`src/rtl/refill_pkg.sv`:
```
package refill_pkg;

  typedef enum logic [1:0] {
    RF_IDLE = 2'd0,
    RF_REQ  = 2'd1,
    RF_WAIT = 2'd2,
    RF_OUT  = 2'd3
  } rf_state_e;

  // Index width that stays at least one bit for a count of one
  function automatic int unsigned idx_w(input int unsigned n);
    return (n > 1) ? $clog2(n) : 1;
  endfunction

endpackage

```
`src/rtl/refill_ctrl.sv`:
```
module refill_ctrl
  import refill_pkg::*;
#(
  parameter int unsigned BLKS   = 4,
  parameter int unsigned WPB    = 2,
  parameter int unsigned BIDX_W = 2,
  parameter int unsigned WIDX_W = 1
) (
  input  logic              clk,
  input  logic              rst_n,
  input  logic              start_valid,
  output logic              start_ready,
  output logic              bus_req_valid,
  input  logic              bus_req_ready,
  input  logic              rsp_valid,
  input  logic              rsp_err,
  output logic              beat_valid,
  input  logic              beat_ready,
  output logic              beat_err,
  output logic              beat_last,
  output logic [BIDX_W-1:0] blk_idx,
  output logic [WIDX_W-1:0] word_idx,
  output logic              capture
);

  localparam logic [BIDX_W-1:0] LAST_BLK  = BIDX_W'(BLKS - 1);
  localparam logic [WIDX_W-1:0] LAST_WORD = WIDX_W'(WPB - 1);

  rf_state_e state_q;
  logic      err_q;

  always_ff @(posedge clk) begin
    if (!rst_n) begin
      state_q  <= RF_IDLE;
      blk_idx  <= '0;
      word_idx <= '0;
      err_q    <= 1'b0;
    end else begin
      case (state_q)
        RF_IDLE: if (start_valid) begin
          state_q  <= RF_REQ;
          blk_idx  <= '0;
          word_idx <= '0;
          err_q    <= 1'b0;
        end
        RF_REQ: if (bus_req_ready) state_q <= RF_WAIT;
        RF_WAIT: if (rsp_valid) begin
          err_q <= err_q | rsp_err;
          // an erroring word closes the block and the line at once
          if (rsp_err || word_idx == LAST_WORD) begin
            state_q <= RF_OUT;
          end else begin
            word_idx <= word_idx + 1'b1;
            state_q  <= RF_REQ;
          end
        end
        RF_OUT: if (beat_ready) begin
          if (beat_last) begin
            state_q <= RF_IDLE;
          end else begin
            blk_idx  <= blk_idx + 1'b1;
            word_idx <= '0;
            err_q    <= 1'b0;
            state_q  <= RF_REQ;
          end
        end
        default: state_q <= RF_IDLE;
      endcase
    end
  end

  always_comb begin
    start_ready   = (state_q == RF_IDLE);
    bus_req_valid = (state_q == RF_REQ);
    beat_valid    = (state_q == RF_OUT);
    capture       = (state_q == RF_WAIT) && rsp_valid;
    beat_err      = err_q;
    beat_last     = err_q || (blk_idx == LAST_BLK);
  end

  // no second request while a read is in flight
  a_r10_one_in_flight: assert property (@(posedge clk) disable iff (!rst_n)
    bus_req_valid && bus_req_ready |=> !bus_req_valid);

  // channel goes quiet after the final beat
  a_r7_quiet_after_last: assert property (@(posedge clk) disable iff (!rst_n)
    beat_valid && beat_ready && beat_last |=> !beat_valid);

  // a taken start closes the start channel
  a_r1_busy_after_start: assert property (@(posedge clk) disable iff (!rst_n)
    start_valid && start_ready |=> !start_ready);

endmodule

```
`src/rtl/refill_addr_gen.sv`:
```
module refill_addr_gen #(
  parameter int unsigned ADDR_W     = 32,
  parameter int unsigned BUS_OFF    = 2,
  parameter int unsigned BLK_OFF    = 3,
  parameter int unsigned LINE_OFF   = 5,
  parameter int unsigned BIDX_W     = 2,
  parameter int unsigned WIDX_W     = 1,
  parameter int unsigned BUS_ADDR_W = ADDR_W - BUS_OFF
) (
  input  logic                  clk,
  input  logic                  rst_n,
  input  logic                  load,
  input  logic [ADDR_W-1:0]     start_addr,
  input  logic [BIDX_W-1:0]     blk_idx,
  input  logic [WIDX_W-1:0]     word_idx,
  output logic [ADDR_W-1:0]     beat_addr,
  output logic [BUS_ADDR_W-1:0] bus_req_addr
);

  localparam logic [ADDR_W-1:0] LINE_MASK = (ADDR_W'(1) << LINE_OFF) - ADDR_W'(1);

  logic [ADDR_W-1:0] base_q;
  logic [ADDR_W-1:0] byte_addr;

  always_ff @(posedge clk) begin
    if (!rst_n)    base_q <= '0;
    else if (load) base_q <= start_addr & ~LINE_MASK;
  end

  always_comb begin
    beat_addr    = base_q + (ADDR_W'(blk_idx) << BLK_OFF);
    byte_addr    = beat_addr + (ADDR_W'(word_idx) << BUS_OFF);
    bus_req_addr = BUS_ADDR_W'(byte_addr >> BUS_OFF);
  end

endmodule

```
`src/rtl/refill_pack.sv`:
```
module refill_pack #(
  parameter int unsigned BUS_W  = 32,
  parameter int unsigned WPB    = 2,
  parameter int unsigned WIDX_W = 1
) (
  input  logic                 clk,
  input  logic                 rst_n,
  input  logic                 capture,
  input  logic [WIDX_W-1:0]    word_idx,
  input  logic [BUS_W-1:0]     rsp_data,
  output logic [BUS_W*WPB-1:0] blk_data
);

  // one register per word slot: lowest address in the lowest slice
  for (genvar g = 0; g < WPB; g++) begin : g_slot
    logic [BUS_W-1:0] word_q;
    always_ff @(posedge clk) begin
      if (!rst_n)
        word_q <= '0;
      else if (capture && word_idx == WIDX_W'(g))
        word_q <= rsp_data;
    end
    assign blk_data[g*BUS_W +: BUS_W] = word_q;
  end

endmodule

```
`src/rtl/icache_line_refiller.sv`:
```
module icache_line_refiller
  import refill_pkg::*;
#(
  parameter int unsigned ADDR_W = 32,
  parameter int unsigned BUS_W  = 32,
  parameter int unsigned BLK_W  = 64,
  parameter int unsigned BLKS   = 4,
  localparam int unsigned BUS_OFF    = $clog2(BUS_W / 8),
  localparam int unsigned BUS_ADDR_W = ADDR_W - BUS_OFF
) (
  input  logic                  clk,
  input  logic                  rst_n,
  input  logic                  start_valid,
  output logic                  start_ready,
  input  logic [ADDR_W-1:0]     start_addr,
  output logic                  bus_req_valid,
  input  logic                  bus_req_ready,
  output logic [BUS_ADDR_W-1:0] bus_req_addr,
  output logic [BUS_W/8-1:0]    bus_req_sel,
  input  logic                  bus_rsp_valid,
  input  logic [BUS_W-1:0]      bus_rsp_data,
  input  logic                  bus_rsp_err,
  output logic                  beat_valid,
  input  logic                  beat_ready,
  output logic [BLK_W-1:0]      beat_data,
  output logic [ADDR_W-1:0]     beat_addr,
  output logic                  beat_err,
  output logic                  beat_last
);

  localparam int unsigned WPB      = BLK_W / BUS_W;
  localparam int unsigned BLK_OFF  = $clog2(BLK_W / 8);
  localparam int unsigned LINE_OFF = BLK_OFF + $clog2(BLKS);
  localparam int unsigned WIDX_W   = idx_w(WPB);
  localparam int unsigned BIDX_W   = idx_w(BLKS);

  logic [BIDX_W-1:0] blk_idx;
  logic [WIDX_W-1:0] word_idx;
  logic              capture;

  assign bus_req_sel = '1;

  refill_ctrl #(
    .BLKS(BLKS), .WPB(WPB), .BIDX_W(BIDX_W), .WIDX_W(WIDX_W)
  ) u_ctrl (
    .clk(clk), .rst_n(rst_n),
    .start_valid(start_valid), .start_ready(start_ready),
    .bus_req_valid(bus_req_valid), .bus_req_ready(bus_req_ready),
    .rsp_valid(bus_rsp_valid), .rsp_err(bus_rsp_err),
    .beat_valid(beat_valid), .beat_ready(beat_ready),
    .beat_err(beat_err), .beat_last(beat_last),
    .blk_idx(blk_idx), .word_idx(word_idx), .capture(capture)
  );

  refill_addr_gen #(
    .ADDR_W(ADDR_W), .BUS_OFF(BUS_OFF), .BLK_OFF(BLK_OFF), .LINE_OFF(LINE_OFF),
    .BIDX_W(BIDX_W), .WIDX_W(WIDX_W), .BUS_ADDR_W(BUS_ADDR_W)
  ) u_addr (
    .clk(clk), .rst_n(rst_n),
    .load(start_valid && start_ready), .start_addr(start_addr),
    .blk_idx(blk_idx), .word_idx(word_idx),
    .beat_addr(beat_addr), .bus_req_addr(bus_req_addr)
  );

  refill_pack #(
    .BUS_W(BUS_W), .WPB(WPB), .WIDX_W(WIDX_W)
  ) u_pack (
    .clk(clk), .rst_n(rst_n),
    .capture(capture), .word_idx(word_idx), .rsp_data(bus_rsp_data),
    .blk_data(beat_data)
  );

  // a stalled beat holds every field
  a_r8_hold_beat: assert property (@(posedge clk) disable iff (!rst_n)
    beat_valid && !beat_ready |=> beat_valid && $stable(beat_data) &&
    $stable(beat_addr) && $stable(beat_err) && $stable(beat_last));

  // an erroring beat always ends the transfer
  a_r5_err_is_last: assert property (@(posedge clk) disable iff (!rst_n)
    beat_valid && beat_err |-> beat_last);

endmodule

```
`config.mk`:
```
export PLATFORM = sky130hd
export DESIGN_NAME = icache_line_refiller
export DESIGN_NICKNAME = d
export VERILOG_FILES = /design/src/rtl/refill_pkg.sv /design/src/rtl/refill_ctrl.sv /design/src/rtl/refill_addr_gen.sv /design/src/rtl/refill_pack.sv /design/src/rtl/icache_line_refiller.sv
export SDC_FILE = /design/constraint.sdc
export NUM_CORES = 1
export LEC_CHECK = 0
export BUFFER_PORTS_ARGS = -buffer_cell sky130_fd_sc_hd__buf_2
export CAP_MARGIN = 10
export CORE_UTILIZATION = 49
export CTS_CLUSTER_DIAMETER = 100
export CTS_CLUSTER_SIZE = 28
export DETAILED_ROUTE_END_ITERATION = 6
export PLACE_DENSITY = 0.93
export SLEW_MARGIN = 20
export SYNTH_ARGS = -nofsm -noshare
export SYNTH_HDL_FRONTEND = slang
export SYNTH_SLANG_ARGS = --single-unit
```
`constraint.sdc`:
```
create_clock -name clk -period 1.85 [get_ports clk]
set_input_delay 0.185 -clock clk [delete_from_list [all_inputs] [get_ports clk]]
set_output_delay 0.185 -clock clk [all_outputs]
set_load 0.02 [all_outputs]
```
==> metrics.md, run 1 <==
| Metric | Value |
|---|---|
| Clk_lat worst skew | `0.36 ns` |
| Via Count | `about 3800` |
| Post-synthesis sequential area ratio | `48.6%` |
| Post-DRT Antenna Nets | `0` |
| Routed WL | `9550 µm` |
| DR WL/cell | `between 10 and 15 µm` |
| Fmax | `629 MHz` |
| Post-DP HPWL | `7020 µm` |
| Initial Util | `51.2%` |
| Setup Viol. Count Final | `0` |
| Fraction of layout cells with a size suffix above 1 | `around 35%` |
| Root Buffer | `clkbuf_8` |
| CTS H-tree lvls | `3` |
| Vias per cell | `5.13` |
| Status | `finished clean` |
| Synth unique cells | `35` |
| Fin crit period | `1.59 ns` |
| Clock share of power | `30.2%` |
| Worst vdd ir | `0.431 mV` |
| Internal Power | `2.93 mW` |
| Std-Cell Rows | `32` |
| Final count of hold timing violations | `0` |
| Max Cap Violations | `0` |
| DR iter-0 viols | `around 150` |
| Logic pwr share | `roughly 17%` |
| Mean Syn Cell Area | `8.28 µm²` |
| Max Slew Vio Count | `0` |
| GPL Wtd Cong | `0.799` |
| Period utilisation layout | `85.9%` |
| Net count reported at finish | `696` |
| Clock-pin slew on the worst setup and hold paths | `0.10 ns` |
| Area growth from synthesis to layout | `23.4%` |
| Worst setup EP type | `flip-flop` |
| Post-synthesis cell count | `about 480` |
| Clk_skew | `0.0142 ns` |
| Startpoint types | `flip-flop` |
| Setup TNS | `0 ns` |
| Die H | `a little over 90 µm` |
| Pwr dens | `approximately 850 nW/µm²` |
| Max Buffers Root-to-Sink | `2` |
| Top Ports | `206` |
| Pre-antenna DRT Iters | `5` |
| Tightest Pin Transition | `0.506 ns` |
| CTS Buf Count | `9` |
| Yosys reg bits | `97` |
| CP Data Arrival Time | `roughly 1.9 ns` |
| Hold Path Class | `in2reg` |
| Vias in the first global route | `3484` |
| Full die area | `8520 µm²` |
| CP required | `2.13 ns` |
| DIE WIDTH | `around 92 µm` |
| Worst-path maximum fanout | `22` |
| CTS tree | `done` |
| Max-slew headroom | `66.2%` |
| Total power draw | `approximately 4.2 mW` |
| Synthesized area | `4000 µm²` |
| PortBufs | `193` |
| Gr ovfl total | `0` |
| Sw frac | `roughly 30%` |
| Leak Pwr | `2.36 nW` |
| Hold buffer count at CTS | `0` |
| Share of power burned in registers | `53.2%` |
| Total clock sinks | `97` |
| Post-route DRC violation count | `0` |
| RSZ-0062 raised after global routing | `no` |
| Ys Warns | `0` |
| Largest net degree at the start of global routing | `65` |
| PostCTS Resize Cnt | `0` |
| Antenna Cells | `0` |
| Setup Buffers After CTS | `0` |
| Core area | `around 7800 µm²` |
| CP Class | `reg2reg` |
| First-pass GRT wire length | `15400 µm` |
| GR Util All Layers | `22.3%` |
| Switch Pwr | `1.27 mW` |
| Initial antenna violation count | `0` |
[cell usage after synthesis, drive strengths merged]
master    n  area, µm²
or3b      1       8.76
o21ai    67        335
and3      1       6.26
nand2   119        447
and4b     1       10.0
o21a      1       7.51
nor3b     2       26.3
dfxtp    97       1940
buf      66        462
a21boi   27        203
conb      2       7.51
nor2      2       7.51
o211a     1       10.0
ha        1       12.5
nand2b    2       12.5
and4bb    1       12.5
and2      1       6.26
o2111a    2       22.5
mux2      1       11.3
nand3    69        350
nor2b     2       12.5
clkbuf   11       43.8
a21oi     1       5.00
inv       1       3.75
mux2i     2       20.0
nand3b    1       7.51
nor3      1       5.00
[through the flow]
step	util, %	std cells	hold WS (ns)	setup slack (ns)	cell area [µm²]
finish	63.2	731	0.0529	0.261	4930
global route	63.2	731	0.0471	0.0960	4930
CTS	63.2	731	0.0335	0.253	4930
detailed placement	60.8	715	0.421	0.273	4750
global placement	60.8	715	0.411	0.343	4750
floorplan	-	488	0.315	0.605	4020
[power by group through the flow]
stage / Sequential [mW] / Combinational (mW) / Clock [mW]
after global routing: 2.25 / 0.760 / 1.41
after floorplan: 2.37 / 0.434 / 0
after detailed placement: 2.28 / 0.701 / 0
after CTS: 2.24 / 0.703 / 1.32
final: 2.24 / 0.699 / 1.27
after global placement: 2.28 / 0.683 / 0
[final timing paths]
kind                          startpoint                          end  slack [ns]  cells after the start
max                    u_ctrl.state_q[1]            u_ctrl.blk_idx[1]        0.26                      4
min                        start_addr[9]             u_addr.base_q[9]        0.05                      3
max reg2reg            u_ctrl.state_q[1]            u_ctrl.blk_idx[1]        0.26                      4
min reg2reg  u_pack.g_slot[1].word_q[20]  u_pack.g_slot[1].word_q[20]        0.46                      2
[critical path, cell delays in order (launching register included)]
cell and delay, ns:
dfxtp_1 0.63, or3b_1 0.43, buf_12 0.21, nand3_1 0.08
mux2i_1 0.15
[final cells by class]
class / count / area (µm²)
fill: 682 / 2870
sequential: 97 / 1940
multi-input combinational: 313 / 1570
timing repair buffer: 202 / 1110
tap: 102 / 128
clock buffer: 9 / 124
clock inverter: 7 / 60.1
inverter: 1 / 3.75
[cell usage in the layout (no fill, tap or decap), drive strengths merged, types with 4 or more instances in the layout]
master	n
conb	7
a21boi	27
inv	4
nand3	69
dfxtp	97
clkinv	4
clkbuf	9
o21ai	67
buf	202
nand2	119
[cells by family after synthesis]
kind of cell	Yosys count	share of synthesized area [%]
and+or+nand+nor	203	22.8
adders and majority gates	1	0.313
muxes	3	0.782
other	2	0.188
buffers and inverters	78	12.7
AOI/OAI and AO/OA	99	14.6
DFF	97	48.6
[metal layers]
metal,routed length [µm],GRT usage [%],part of all wire (%),vias to the layer above
li1,-,-,-,1847
met1,3680,24.4,39,1726
met2,4940,40.7,52,163
met3,796,6.40,8.3,17
met4,131,8.33,1.4,0
met5,0,0,0,-
[state kept, by name, indices dropped and copies added (netlist names)]
register,count
u_ctrl.state_q,2
u_addr.base_q,27
u_ctrl.word_idx,1
u_pack.g_slot.word_q,64
u_ctrl.blk_idx,2
u_ctrl.beat_err,1
No activity file was read; power rests on OpenSTA's default activity.
==> run 2, diff against run 1 <==
--- a/config.mk
+++ b/config.mk
@@ -7,11 +7,11 @@
 export LEC_CHECK = 0
 export BUFFER_PORTS_ARGS = -buffer_cell sky130_fd_sc_hd__buf_2
 export CAP_MARGIN = 10
-export CORE_UTILIZATION = 49
+export CORE_UTILIZATION = 41
 export CTS_CLUSTER_DIAMETER = 100
 export CTS_CLUSTER_SIZE = 28
 export DETAILED_ROUTE_END_ITERATION = 6
-export PLACE_DENSITY = 0.93
+export PLACE_DENSITY = 0.83
 export SLEW_MARGIN = 20
 export SYNTH_ARGS = -nofsm -noshare
 export SYNTH_HDL_FRONTEND = slang
==> constraint.sdc (replaced) <==
create_clock -name clk -period 1.33 [get_ports clk]
set_input_delay 0.133 -clock clk [delete_from_list [all_inputs] [get_ports clk]]
set_output_delay 0.133 -clock clk [all_outputs]
set_load 0.02 [all_outputs]
==> metrics.md, run 2 (same netlist as run 1, synthesis figures left out) <==
| Metric | Value |
|---|---|
| CP required | `1.60 ns (-0.53 ns)` |
| Most frequent cells in the layout | `buf_2 (189), nand2_1 (119), dfxtp_1 (92), nand3_1 (68), o21ai_0 (65)` |
| CTS tree | `done` |
| PortBufs | `193 (unchanged)` |
| Fin crit period | `1.30 ns (-0.292 ns)` |
| CTS H-tree lvls | `3 (unchanged)` |
| Core area | `9330 µm² (+19%)` |
| CP Data Arrival Time | `1.57 ns (-0.30 ns)` |
| Period utilisation layout | `97.6% (+12 points)` |
| Largest net degree at the start of global routing | `56 (-14%)` |
| Root Buffer | `clkbuf_8` |
| Gr ovfl total | `0 (unchanged)` |
| Via Count | `3849 (+2.6%)` |
| Worst-path maximum fanout | `27 (+23%)` |
| Clk_skew | `0.00726 ns (-0.00697 ns)` |
| Antenna Cells | `0 (unchanged)` |
| Fmax | `771 MHz (+22%)` |
| Post-DP HPWL | `7110 µm (+1.2%)` |
| DR WL/cell | `13.5 µm (+3.0%)` |
| Clock-pin slew on the worst setup and hold paths | `0.10 ns (about the same)` |
| Final worst slack | `0.0322 ns (-0.228 ns)` |
| Worst vdd ir | `0.691 mV (+60%)` |
| Leak Pwr | `2.55 nW (+8.1%)` |
| Cells along the critical path | `buf_6 -> nor3b_4 -> buf_12 -> nand2_1 -> a21boi_1` |
| Worst r2r src | `u_ctrl.state_q[0]` |
| Largest regs | `u_pack.g_slot.word_q: 64 flops, u_addr.base_q: 27 flops` |
| Crit-path slowest cell | `dfxtp_4` |
| Hold path start | `start_addr[21]` |
| Initial Util | `42.9% (-8.3 points)` |
| GPL Wtd Cong | `0.838 (+4.9%)` |
| Worst setup EP type | `flip-flop` |
| Std-Cell Rows | `35 (+9.4%)` |
| Commonest non-fill, non-tap cell in the layout | `buf_2` |
| Pwr dens | `1150 nW/µm² (+35%)` |
| Hold Path Class | `in2reg` |
| Place WS | `0.0894 ns (-0.184 ns)` |
| Post-route DRC violation count | `0 (unchanged)` |
| Net count reported at finish | `734 (+5.5%)` |
| Area growth from synthesis to layout | `36.2%` |
| Status | `finished clean` |
| Reg with most FFs | `u_pack.g_slot.word_q` |
| Max reg flops | `64 (unchanged)` |
| Max Cap Violations | `0 (unchanged)` |
| Max Slew Vio Count | `0 (unchanged)` |
| Util after Layout | `58.4% (-4.8 points)` |
| WHS Endpoint | `u_addr.base_q[21]` |
| Routed WL | `10700 µm (+12%)` |
| Full die area | `10100 µm² (+19%)` |
| GR Util All Layers | `20.3% (-2.0 points)` |
| Reg2Reg Setup Slack | `0.03 ns (-0.23 ns)` |
| Vias per cell | `4.84 (-5.8%)` |
| CP Class | `reg2reg` |
| Post-DRT Antenna Nets | `0 (unchanged)` |
| Final count of hold timing violations | `0 (unchanged)` |
| Hold Path Depth | `3 (unchanged)` |
| FF-to-FF End | `u_addr.base_q[28]` |
| Vias in the first global route | `3427 (-1.6%)` |
| Initial antenna violation count | `0 (unchanged)` |
| Max Buffers Root-to-Sink | `2 (unchanged)` |
| First-pass GRT wire length | `16300 µm (+6.0%)` |
| Startpoint types | `flip-flop` |
| Total clock sinks | `97 (unchanged)` |
| DIE WIDTH | `101 µm (+9.1%)` |
| DR iter-0 viols | `158 (+3.3%)` |
| CTS Buf Count | `9 (unchanged)` |
| Filler Cells Inserted | `797 (+17%)` |
| Die H | `101 µm (+9.1%)` |
| Reg2Reg Depth | `5 (+1)` |
| Setup TNS | `0 ns (unchanged)` |
| Setup Viol. Count Final | `0 (unchanged)` |
| Top Ports | `206 (unchanged)` |
| Fraction of layout cells with a size suffix above 1 | `36.3% (+0.83 points)` |
| Clk_lat worst skew | `0.35 ns (about the same)` |
| Pre-antenna DRT Iters | `5 (unchanged)` |
| Slowest stage delay, CP | `0.37 ns (-0.26 ns)` |
-- run 2: cell count changes in the layout (fill, tap and decap cells not counted), moves of 2 or more --
cell	previous run	this run
dfxtp_1	97	92
dfxtp_4	0	2
dfxtp_2	0	3
buf_6	0	6
buf_12	6	8
clkinv_4	3	1
dlygate4sd3_1	0	28
clkinvlp_4	0	2
buf_4	4	9
buf_2	192	189
-- run 2: critical path: cells and delay by family, from the launching register on --
family,cells,cell delay [ns]
flip-flops,1,0.37
AND/OR/NAND/NOR,2,0.33
AO/OA/AOI/OAI,1,0.18
buffers and inverters,2,0.33
-- run 2: report_power, final --
group | internal [mW] | total [mW] | switching (mW)
logic | 0.468 | 1.15 | 0.679
registers | 3.02 | 3.10 | 0.0801
clock network | 0.907 | 2.01 | 1.10
-- run 2: routing by layer --
| metal | track usage (%) | vias to the layer above | wire [µm] |
|---|---|---|---|
| li1 | - | 1917 | - |
| met1 | 22.5 | 1737 | 4340 |
| met2 | 37.0 | 174 | 5310 |
| met3 | 5.76 | 21 | 861 |
| met4 | 7.13 | 0 | 203 |
| met5 | 0 | - | 0 |
-- run 2: how the worst max path moves through the flow --
stage,startpoint,slack (ns),cells past startpoint,endpoint
floorplan,u_ctrl.state_q[0],0.09,4,u_ctrl.beat_err
global placement,u_ctrl.word_idx,0.14,4,u_pack.g_slot[0].word_q[1]
detailed placement,u_ctrl.word_idx,0.09,4,u_pack.g_slot[0].word_q[16]
CTS,u_ctrl.state_q[1],0.002,3,beat_valid
global route,u_ctrl.state_q[0],-0.02,5,u_addr.base_q[28]
finish,u_ctrl.state_q[0],0.03,5,u_addr.base_q[28]
-- run 2: area by class of cell --
cell class / instances / area (µm²) / area share [%]
clock inverter: 7 / 85.1 / 1.56
tap: 129 / 161 / 2.96
sequential: 97 / 1950 / 35.9
timing repair buffer: 240 / 1520 / 27.9
inverter: 1 / 3.75 / 0.0689
clock buffer: 9 / 124 / 2.28
multi-input combinational: 313 / 1600 / 29.3
-- run 2: timing repair --
item	4_1_cts	5_1_grt
gates resized for setup	14	9
hold buffers	27	1
hold endpoints to repair	33	1
pin swaps	1	1
setup endpoints to repair	3	34
setup buffers	4	1
-- run 2: through the flow --
step / instances / hold slack, ns / total power, mW / cell area, µm²
floorplan: 488 / 0.263 / 3.90 / 4020
global placement: 747 / 0.361 / 4.17 / 4850
detailed placement: 747 / 0.373 / 4.20 / 4850
CTS: 794 / 0.0000579 / 6.28 / 5390
global route: 796 / 0.00101 / 6.56 / 5440
finish: 796 / 0.0103 / 6.26 / 5440
